[src/rtl/sgpio_pkg.sv]
package sgpio_pkg;

  typedef enum logic [1:0] {
    ST_IDLE  = 2'd0,
    ST_LOW   = 2'd1,
    ST_HIGH  = 2'd2,
    ST_LATCH = 2'd3
  } seq_state_t;

  localparam int ADDR_CTRL     = 0;
  localparam int ADDR_MASK     = 1;
  localparam int ADDR_OUT_BASE = 2;
  localparam int CTRL_DIV_LSB  = 8;

endpackage

[src/rtl/sgpio_port_finder.sv]
module sgpio_port_finder #(
  parameter int NUM_PORTS = 32,
  parameter int PW        = 5
) (
  input  logic [NUM_PORTS-1:0] mask,
  input  logic [PW:0]          from,
  output logic                 found,
  output logic [PW-1:0]        port
);

  localparam int FW = PW + 1;

  // lowest enabled port at or above 'from'
  always_comb begin
    found = 1'b0;
    port  = '0;
    for (int i = NUM_PORTS - 1; i >= 0; i--) begin
      if (mask[i] && (FW'(i) >= from)) begin
        found = 1'b1;
        port  = PW'(i);
      end
    end
  end

endmodule

[src/rtl/sgpio_divider.sv]
module sgpio_divider #(
  parameter int DIV_W = 16
) (
  input  logic             clk,
  input  logic             rst_n,
  input  logic             restart,
  input  logic [DIV_W-1:0] limit,
  output logic             tick
);

  logic [DIV_W-1:0] cnt_q, cnt_d;

  assign tick = (cnt_q == limit);

  always_comb begin
    if (restart || tick) cnt_d = '0;
    else                 cnt_d = cnt_q + 1'b1;
  end

  always_ff @(posedge clk or negedge rst_n) begin
    if (!rst_n) cnt_q <= '0;
    else        cnt_q <= cnt_d;
  end

endmodule

[src/rtl/sgpio_regs.sv]
module sgpio_regs
  import sgpio_pkg::*;
#(
  parameter int NUM_PORTS = 32,
  parameter int MAX_BITS  = 4,
  parameter int DIV_W     = 16,
  parameter int ADDR_W    = 4,
  parameter int BW        = 2
) (
  input  logic                          clk,
  input  logic                          rst_n,
  input  logic                          wr_en,
  input  logic [ADDR_W-1:0]             wr_addr,
  input  logic [NUM_PORTS-1:0]          wr_data,
  input  logic [ADDR_W-1:0]             rd_addr,
  output logic [NUM_PORTS-1:0]          rd_data,
  output logic                          run,
  output logic [BW-1:0]                 nb_sel,
  output logic [DIV_W-1:0]              div,
  output logic [NUM_PORTS-1:0]          mask,
  output logic [MAX_BITS*NUM_PORTS-1:0] out_flat,
  input  logic                          commit,
  input  logic [MAX_BITS*NUM_PORTS-1:0] cap_flat,
  output logic [MAX_BITS*NUM_PORTS-1:0] in_flat
);

  localparam int IN_BASE = ADDR_OUT_BASE + MAX_BITS;
  localparam int FLAT    = MAX_BITS * NUM_PORTS;

  logic             run_q, run_d;
  logic [BW-1:0]    nb_q, nb_d;
  logic [DIV_W-1:0] div_q, div_d;
  logic [NUM_PORTS-1:0] mask_q, mask_d;
  logic [FLAT-1:0]  out_q, out_d;
  logic [FLAT-1:0]  in_q, in_d;

  always_comb begin
    run_d  = run_q;
    nb_d   = nb_q;
    div_d  = div_q;
    mask_d = mask_q;
    out_d  = out_q;
    if (wr_en) begin
      if (wr_addr == ADDR_W'(ADDR_CTRL)) begin
        run_d = wr_data[0];
        nb_d  = wr_data[BW:1];
        div_d = wr_data[CTRL_DIV_LSB +: DIV_W];
      end
      if (wr_addr == ADDR_W'(ADDR_MASK)) mask_d = wr_data;
      for (int k = 0; k < MAX_BITS; k++) begin
        if (wr_addr == ADDR_W'(ADDR_OUT_BASE + k)) out_d[k*NUM_PORTS +: NUM_PORTS] = wr_data;
      end
    end
    in_d = commit ? cap_flat : in_q;
  end

  always_ff @(posedge clk or negedge rst_n) begin
    if (!rst_n) begin
      run_q  <= 1'b0;
      nb_q   <= '0;
      div_q  <= '0;
      mask_q <= '0;
      out_q  <= '0;
      in_q   <= '0;
    end else begin
      run_q  <= run_d;
      nb_q   <= nb_d;
      div_q  <= div_d;
      mask_q <= mask_d;
      out_q  <= out_d;
      in_q   <= in_d;
    end
  end

  always_comb begin
    rd_data = '0;
    if (rd_addr == ADDR_W'(ADDR_CTRL)) begin
      rd_data[0]                        = run_q;
      rd_data[BW:1]                     = nb_q;
      rd_data[CTRL_DIV_LSB +: DIV_W]    = div_q;
    end
    if (rd_addr == ADDR_W'(ADDR_MASK)) rd_data = mask_q;
    for (int k = 0; k < MAX_BITS; k++) begin
      if (rd_addr == ADDR_W'(ADDR_OUT_BASE + k)) rd_data = out_q[k*NUM_PORTS +: NUM_PORTS];
      if (rd_addr == ADDR_W'(IN_BASE + k))       rd_data = in_q[k*NUM_PORTS +: NUM_PORTS];
    end
  end

  assign run      = run_q;
  assign nb_sel   = nb_q;
  assign div      = div_q;
  assign mask     = mask_q;
  assign out_flat = out_q;
  assign in_flat  = in_q;

endmodule

[src/rtl/sgpio_sequencer.sv]
module sgpio_sequencer
  import sgpio_pkg::*;
#(
  parameter int NUM_PORTS = 32,
  parameter int MAX_BITS  = 4,
  parameter int DIV_W     = 16,
  parameter int BW        = 2,
  parameter int PW        = 5
) (
  input  logic                          clk,
  input  logic                          rst_n,
  input  logic                          run,
  input  logic [NUM_PORTS-1:0]          mask,
  input  logic [BW-1:0]                 nb_sel,
  input  logic [DIV_W-1:0]              div,
  input  logic [MAX_BITS*NUM_PORTS-1:0] out_flat,
  input  logic                          sdi,
  input  logic                          tick,
  output logic                          restart,
  output logic [DIV_W-1:0]              fdiv,
  output logic                          sclk,
  output logic                          sdo,
  output logic                          load,
  output logic                          commit,
  output logic [MAX_BITS*NUM_PORTS-1:0] cap_flat,
  output logic                          active
);

  localparam int FLAT = MAX_BITS * NUM_PORTS;
  localparam logic [BW-1:0] NB_MAX = BW'(MAX_BITS - 1);

  seq_state_t           state_q, state_d;
  logic [PW-1:0]        port_q, port_d;
  logic [BW-1:0]        bit_q, bit_d;
  logic [NUM_PORTS-1:0] fmask_q, fmask_d;
  logic [BW-1:0]        fnb_q, fnb_d;
  logic [DIV_W-1:0]     fdiv_q, fdiv_d;
  logic                 half_q, half_d;
  logic                 sdo_q, sdo_d;
  logic                 sclk_q, load_q;
  logic [FLAT-1:0]      cap_q, cap_d;

  logic          first_found, next_found;
  logic [PW-1:0] first_port, next_port;
  logic          start_ok;
  logic [BW-1:0] nb_clamped;

  sgpio_port_finder #(.NUM_PORTS(NUM_PORTS), .PW(PW)) i_first (
    .mask (mask),
    .from ('0),
    .found(first_found),
    .port (first_port)
  );

  sgpio_port_finder #(.NUM_PORTS(NUM_PORTS), .PW(PW)) i_next (
    .mask (fmask_q),
    .from ({1'b0, port_q} + 1'b1),
    .found(next_found),
    .port (next_port)
  );

  assign start_ok   = run && first_found;
  assign nb_clamped = (nb_sel > NB_MAX) ? NB_MAX : nb_sel;

  always_comb begin
    state_d = state_q;
    port_d  = port_q;
    bit_d   = bit_q;
    fmask_d = fmask_q;
    fnb_d   = fnb_q;
    fdiv_d  = fdiv_q;
    half_d  = half_q;
    sdo_d   = sdo_q;
    cap_d   = cap_q;
    commit  = 1'b0;
    case (state_q)
      ST_IDLE: begin
        if (start_ok) begin
          state_d = ST_LOW;
          port_d  = first_port;
          bit_d   = '0;
          fmask_d = mask;
          fnb_d   = nb_clamped;
          fdiv_d  = div;
          sdo_d   = out_flat[int'(first_port)];
        end
      end
      ST_LOW: begin
        if (tick) state_d = ST_HIGH;
      end
      ST_HIGH: begin
        if (tick) begin
          cap_d[int'(bit_q)*NUM_PORTS + int'(port_q)] = sdi;
          if (bit_q != fnb_q) begin
            bit_d   = bit_q + 1'b1;
            state_d = ST_LOW;
            sdo_d   = out_flat[(int'(bit_q) + 1)*NUM_PORTS + int'(port_q)];
          end else if (next_found) begin
            port_d  = next_port;
            bit_d   = '0;
            state_d = ST_LOW;
            sdo_d   = out_flat[int'(next_port)];
          end else begin
            state_d = ST_LATCH;
            half_d  = 1'b0;
            sdo_d   = 1'b0;
          end
        end
      end
      ST_LATCH: begin
        if (tick) begin
          if (!half_q) begin
            half_d = 1'b1;
          end else begin
            commit = 1'b1;
            if (start_ok) begin
              state_d = ST_LOW;
              port_d  = first_port;
              bit_d   = '0;
              fmask_d = mask;
              fnb_d   = nb_clamped;
              fdiv_d  = div;
              sdo_d   = out_flat[int'(first_port)];
            end else begin
              state_d = ST_IDLE;
            end
          end
        end
      end
      default: state_d = ST_IDLE;
    endcase
  end

  always_ff @(posedge clk or negedge rst_n) begin
    if (!rst_n) begin
      state_q <= ST_IDLE;
      port_q  <= '0;
      bit_q   <= '0;
      fmask_q <= '0;
      fnb_q   <= '0;
      fdiv_q  <= '0;
      half_q  <= 1'b0;
      sdo_q   <= 1'b0;
      sclk_q  <= 1'b0;
      load_q  <= 1'b0;
      cap_q   <= '0;
    end else begin
      state_q <= state_d;
      port_q  <= port_d;
      bit_q   <= bit_d;
      fmask_q <= fmask_d;
      fnb_q   <= fnb_d;
      fdiv_q  <= fdiv_d;
      half_q  <= half_d;
      sdo_q   <= sdo_d;
      sclk_q  <= (state_d == ST_HIGH);
      load_q  <= (state_d == ST_LATCH);
      cap_q   <= cap_d;
    end
  end

  assign restart  = (state_q == ST_IDLE);
  assign fdiv     = fdiv_q;
  assign sclk     = sclk_q;
  assign sdo      = sdo_q;
  assign load     = load_q;
  assign cap_flat = cap_q;
  assign active   = (state_q != ST_IDLE);

endmodule

[src/rtl/sgpio_engine.sv]
module sgpio_engine #(
  parameter int NUM_PORTS = 32,
  parameter int MAX_BITS  = 4,
  parameter int DIV_W     = 16,
  parameter int ADDR_W    = 4
) (
  input  logic                 clk,
  input  logic                 rst_n,
  input  logic                 reg_wr_en,
  input  logic [ADDR_W-1:0]    reg_wr_addr,
  input  logic [NUM_PORTS-1:0] reg_wr_data,
  input  logic [ADDR_W-1:0]    reg_rd_addr,
  output logic [NUM_PORTS-1:0] reg_rd_data,
  output logic                 ser_clk,
  output logic                 ser_dout,
  input  logic                 ser_din,
  output logic                 ser_latch
);

  localparam int BW   = (MAX_BITS > 1) ? $clog2(MAX_BITS) : 1;
  localparam int PW   = (NUM_PORTS > 1) ? $clog2(NUM_PORTS) : 1;
  localparam int FLAT = MAX_BITS * NUM_PORTS;

  logic [1:0] rst_pipe_q;
  logic       rst_sync_n;

  always_ff @(posedge clk or negedge rst_n) begin
    if (!rst_n) rst_pipe_q <= 2'b00;
    else        rst_pipe_q <= {rst_pipe_q[0], 1'b1};
  end
  assign rst_sync_n = rst_pipe_q[1];

  logic                 cfg_run;
  logic [BW-1:0]        cfg_nb;
  logic [DIV_W-1:0]     cfg_div;
  logic [NUM_PORTS-1:0] cfg_mask;
  logic [FLAT-1:0]      out_flat, in_flat, cap_flat;
  logic                 commit, tick, restart, seq_active;
  logic [DIV_W-1:0]     seq_fdiv;

  sgpio_regs #(
    .NUM_PORTS(NUM_PORTS), .MAX_BITS(MAX_BITS), .DIV_W(DIV_W), .ADDR_W(ADDR_W), .BW(BW)
  ) i_regs (
    .clk     (clk),
    .rst_n   (rst_sync_n),
    .wr_en   (reg_wr_en),
    .wr_addr (reg_wr_addr),
    .wr_data (reg_wr_data),
    .rd_addr (reg_rd_addr),
    .rd_data (reg_rd_data),
    .run     (cfg_run),
    .nb_sel  (cfg_nb),
    .div     (cfg_div),
    .mask    (cfg_mask),
    .out_flat(out_flat),
    .commit  (commit),
    .cap_flat(cap_flat),
    .in_flat (in_flat)
  );

  sgpio_divider #(.DIV_W(DIV_W)) i_div (
    .clk    (clk),
    .rst_n  (rst_sync_n),
    .restart(restart),
    .limit  (seq_fdiv),
    .tick   (tick)
  );

  sgpio_sequencer #(
    .NUM_PORTS(NUM_PORTS), .MAX_BITS(MAX_BITS), .DIV_W(DIV_W), .BW(BW), .PW(PW)
  ) i_seq (
    .clk     (clk),
    .rst_n   (rst_sync_n),
    .run     (cfg_run),
    .mask    (cfg_mask),
    .nb_sel  (cfg_nb),
    .div     (cfg_div),
    .out_flat(out_flat),
    .sdi     (ser_din),
    .tick    (tick),
    .restart (restart),
    .fdiv    (seq_fdiv),
    .sclk    (ser_clk),
    .sdo     (ser_dout),
    .load    (ser_latch),
    .commit  (commit),
    .cap_flat(cap_flat),
    .active  (seq_active)
  );

endmodule

[config.mk]
export PLATFORM = sky130hd
export DESIGN_NAME = sgpio_engine
export DESIGN_NICKNAME = d
export VERILOG_FILES = /design/src/rtl/sgpio_pkg.sv /design/src/rtl/sgpio_port_finder.sv /design/src/rtl/sgpio_divider.sv /design/src/rtl/sgpio_regs.sv /design/src/rtl/sgpio_sequencer.sv /design/src/rtl/sgpio_engine.sv
export SDC_FILE = /design/constraint.sdc
export NUM_CORES = 1
export LEC_CHECK = 0
export BUFFER_PORTS_ARGS = -buffer_cell sky130_fd_sc_hd__buf_2
export CAP_MARGIN = 40
export CORE_UTILIZATION = 50
export CTS_CLUSTER_SIZE = 20
export DETAILED_ROUTE_END_ITERATION = 8
export PLACE_DENSITY = 0.69
export SETUP_SLACK_MARGIN = 0.5
export SYNTH_ARGS = -nofsm -noshare
export SYNTH_HDL_FRONTEND = slang
export SYNTH_HIERARCHICAL = 1
export SYNTH_SLANG_ARGS = --single-unit
[constraint.sdc]
create_clock -name clk -period 14.55 [get_ports clk]
set_input_delay 4.365 -clock clk [delete_from_list [all_inputs] [get_ports clk]]
set_output_delay 4.365 -clock clk [all_outputs]
set_load 0.05 [all_outputs]
==> metrics.md <==
| Metric | Value |
|---|---|
| Worst Path Arrival | 7.39 ns |
| Worst-case reg-to-reg path depth | 18 |
| Post-CTS Repair Setup Buffers | 0 |
| GPL Wtd Cong | between 0.9 and 1 |
| CTS clk-pin slew, worst paths | 0.06 ns |
| Antenna Violating Nets Remaining | 0 |
| # port buffers | a little under 80 |
| Core Util, Final | a little under three fifths |
| Wire per inst | ~28 um |
| Hold endpoint | rst_pipe_q[1] |
| Count of pins over their slew limit | 0 |
| Worst Tran Pin Value | 0.9669 ns |
| Critical Path Sink Type | output port |
| CTS Hold Buffers Added | 0 |
| VDD IR max | approximately 0.00011 V |
| Flop-to-flop setup slack | just over 9 ns |
| Core Region | around 0.054 mm^2 |
| Number of synthesized flops with an enable pin | 0 |
| # rows | between 80 and 90 |
| Initial Util | 50.98% |
| Root buf cell | clkbuf_16 |
| Kind of critical path | primary input to output port |
| Max Cap Viol | 0 |
| Syn_area_per_cell | approximately 11 um^2 |
| Yosys top cell area share | about 47% |
| Main area contributors after synthesis | dfrtp_1, mux2_2, nor2_1 |
| Skew final | between 0.02 and 0.03 ns |
| CTS buffer count | 54 |
| Clock sinks | 516 |
| Most frequent cells in the layout | dfrtp_1, mux2_2, nor2_1, nand2_1, a21oi_1 |
| Min-delay src | rst_pipe_q[0] |
| Post-DP HPWL | between 60000 and 70000 um |
| Io pins | 79 |
| # resized after CTS | 0 |
| Vias in the first global route | between 20000 and 25000 |
| Largest net degree at the start of global routing | 80 |
| Ys Warns | 6 |
| Worst Path Required | approximately 10 ns |
| Pleak | ~13 nW |
| Synth area leader | dfrtp_1 |
| Design Area, Final | just over 0.03 mm^2 |
| Count of state elements after synthesis | between 500 and 600 |
| Mapped Area | around 0.028 mm^2 |
| Share of layout cells above drive strength 1 | 31.15% |
| Fin. Hold Viols | 0 |
| R2R Path Start | i_seq/port_q[0] |
| Total power | roughly 5.4 mW |
| Sequential element share of the synthesized area | roughly 47% |
| Placed Area | 0.02855 mm^2 |
| Crit start category | primary input |
| Hold WC Path Type | register to register |
| Die width | between 200 and 250 um |
| Asr flop ratio synth | between 90% and 100% |
| Synth Flop Type | dfrtp_1 |
| Antenna Cells | 0 |
| CTS tree | built |
| RSZ-0062 raised after global routing | false |
| Hold Slack | ~0.36 ns |
| Worst-path maximum fanout | 73 |
| Total GRT Usage | between 30% and 40% |
| Vias/cell | approximately 6.7 |
| F_max | ~0.085 GHz |
| Via Count | between 20000 and 25000 |
| CTS max path bufs | 3 |
| Initial antenna violation count | 1 |
| Starting DRT DRC Count | roughly 2300 |
| Commonest non-fill, non-tap cell in the layout | dfrtp_1 |
| H-tree depth | 2 |
| Final period utilization | roughly 81% |
| Drt pass-1 iters | 8 |
| Global-route wire length before repair | approximately 130000 um |
| TNS Setup | 0 ns |
| Final worst path period need | between 10 and 15 ns |
| Total gr overflow | 0 |
| Distinct cells, synth | 99 |
| Worst R2R End | i_seq/sdo |
| PwrDens | 176.1 mW/mm^2 |
| Max_slew headroom | a little over a third |
| Cells after Synth | approximately 2400 |
| Nets | 2496 |
| Number of remaining DRC errors | 0 |
| Area delta synth->final | 9.946% |
| DIE AREA | roughly 0.056 mm^2 |
| Final setup vio count | 0 |
| Routed WL | between 80000 and 90000 um |
| Cells on Worst Hold Path | 0 |
| Status | completed |
| Clock latency on the worst-skew pair | 0.62 ns |
| Die span in y | between 200 and 250 um |
cell type report:
type	count	area, um^2
clock inverter	24	291.5
clock buffer	74	1558
inverter	44	165.2
sequential	516	12920
fill	4508	23840
tap	696	870.8
multi-input combinational	1691	13620
timing repair buffer	139	980.9
logic make-up (layout without fill, tap and decap cells):
family | Yosys count | in the layout | share of synthesized area (%)
AOI/OAI and AO/OA | 490 | 490 | 12.74
xor gates and xnor gates | 33 | 33 | 1.100
adders and majority gates | 8 | 8 | 0.3439
buffers and inverters | 225 | 281 | 4.362
DFF | 516 | 516 | 46.70
muxes | 575 | 575 | 24.54
other | 2 | 16 | 0.02716
and+or+nand+nor | 569 | 569 | 10.19
report_power, final:
group	internal (mW)	leakage, nW	switching (mW)
sequential	1.73	6.58	0.382
combinational	0.778	5.67	1.02
clock	0.854	0.908	0.594
routing by layer:
layer,GRT usage (%),vias up,routed length (um)
li1,-,9014,-
met1,45.49,10930,37930
met2,46.88,1196,39130
met3,7.293,232,8748
met4,12.06,0,3635
met5,0,-,0
per-stage QoR:
stage | setup slack [ns] | instances
2_1_floorplan | 3.809 | 2432
3_3_place_gp | 3.091 | 3075
3_5_place_dp | 2.928 | 3086
4_1_cts | 2.920 | 3184
5_1_grt | 2.690 | 3184
6_report | 2.796 | 3184
cell usage after synthesis (8+ instances only):
cell type  count
a21o_1        14
a21oi_1       96
a221o_1        8
a221oi_1      15
a22o_1        11
a22oi_1       14
a2bb2oi_1      8
a31o_2        15
a31oi_1       24
and2_1        11
and3_1        29
buf_1         10
buf_2         68
buf_4         29
buf_6         22
clkbuf_1      50
dfrtp_1      516
inv_1         43
mux2_1        53
mux2_2       460
mux2i_1       33
mux4_2        22
nand2_1      134
nand2b_1      14
nand3_1       86
nand4_1       26
nor2_1       170
nor2b_1       22
nor3_1        20
o2111ai_1      9
o211ai_1      27
o21ai_0       82
o21ai_1       10
o221ai_1      28
o22ai_1       13
o2bb2ai_1     19
o32ai_1       15
xnor2_1       23
xor2_1         8
worst max path at each step:
stage	start	to	slack, ns	cells after the start
after floorplan	reg_rd_addr[2]	reg_rd_data[16]	3.81	6
after global placement	reg_rd_addr[2]	reg_rd_data[0]	3.09	6
after detailed placement	reg_rd_addr[2]	reg_rd_data[1]	2.93	6
after CTS	reg_rd_addr[2]	reg_rd_data[1]	2.92	6
after global routing	reg_rd_addr[2]	reg_rd_data[1]	2.69	6
final	reg_rd_addr[2]	reg_rd_data[1]	2.80	6
registers in the layout, summed over array words and instances, names as in the netlist, 2 cells and up:
register and cells:
i_seq/port_q 5, i_seq/fmask_q 32, i_regs/div 16, i_seq/cap_flat 128
i_regs/nb_sel 2, i_seq/state_q 2, i_seq/fnb_q 2, i_seq/fdiv 16
i_regs/in_flat 128, i_seq/bit_q 2, i_regs/out_flat 128, rst_pipe_q 2
i_div/cnt_q 16, i_regs/mask 32
worst max-delay path: stages:
cell and delay, ns:
buf_4 0.70, buf_4 0.57, or2_2 0.55, o221ai_1 0.25, o32ai_1 0.50, buf_2 0.36
Note: power is estimated with default switching activity, not from simulation.
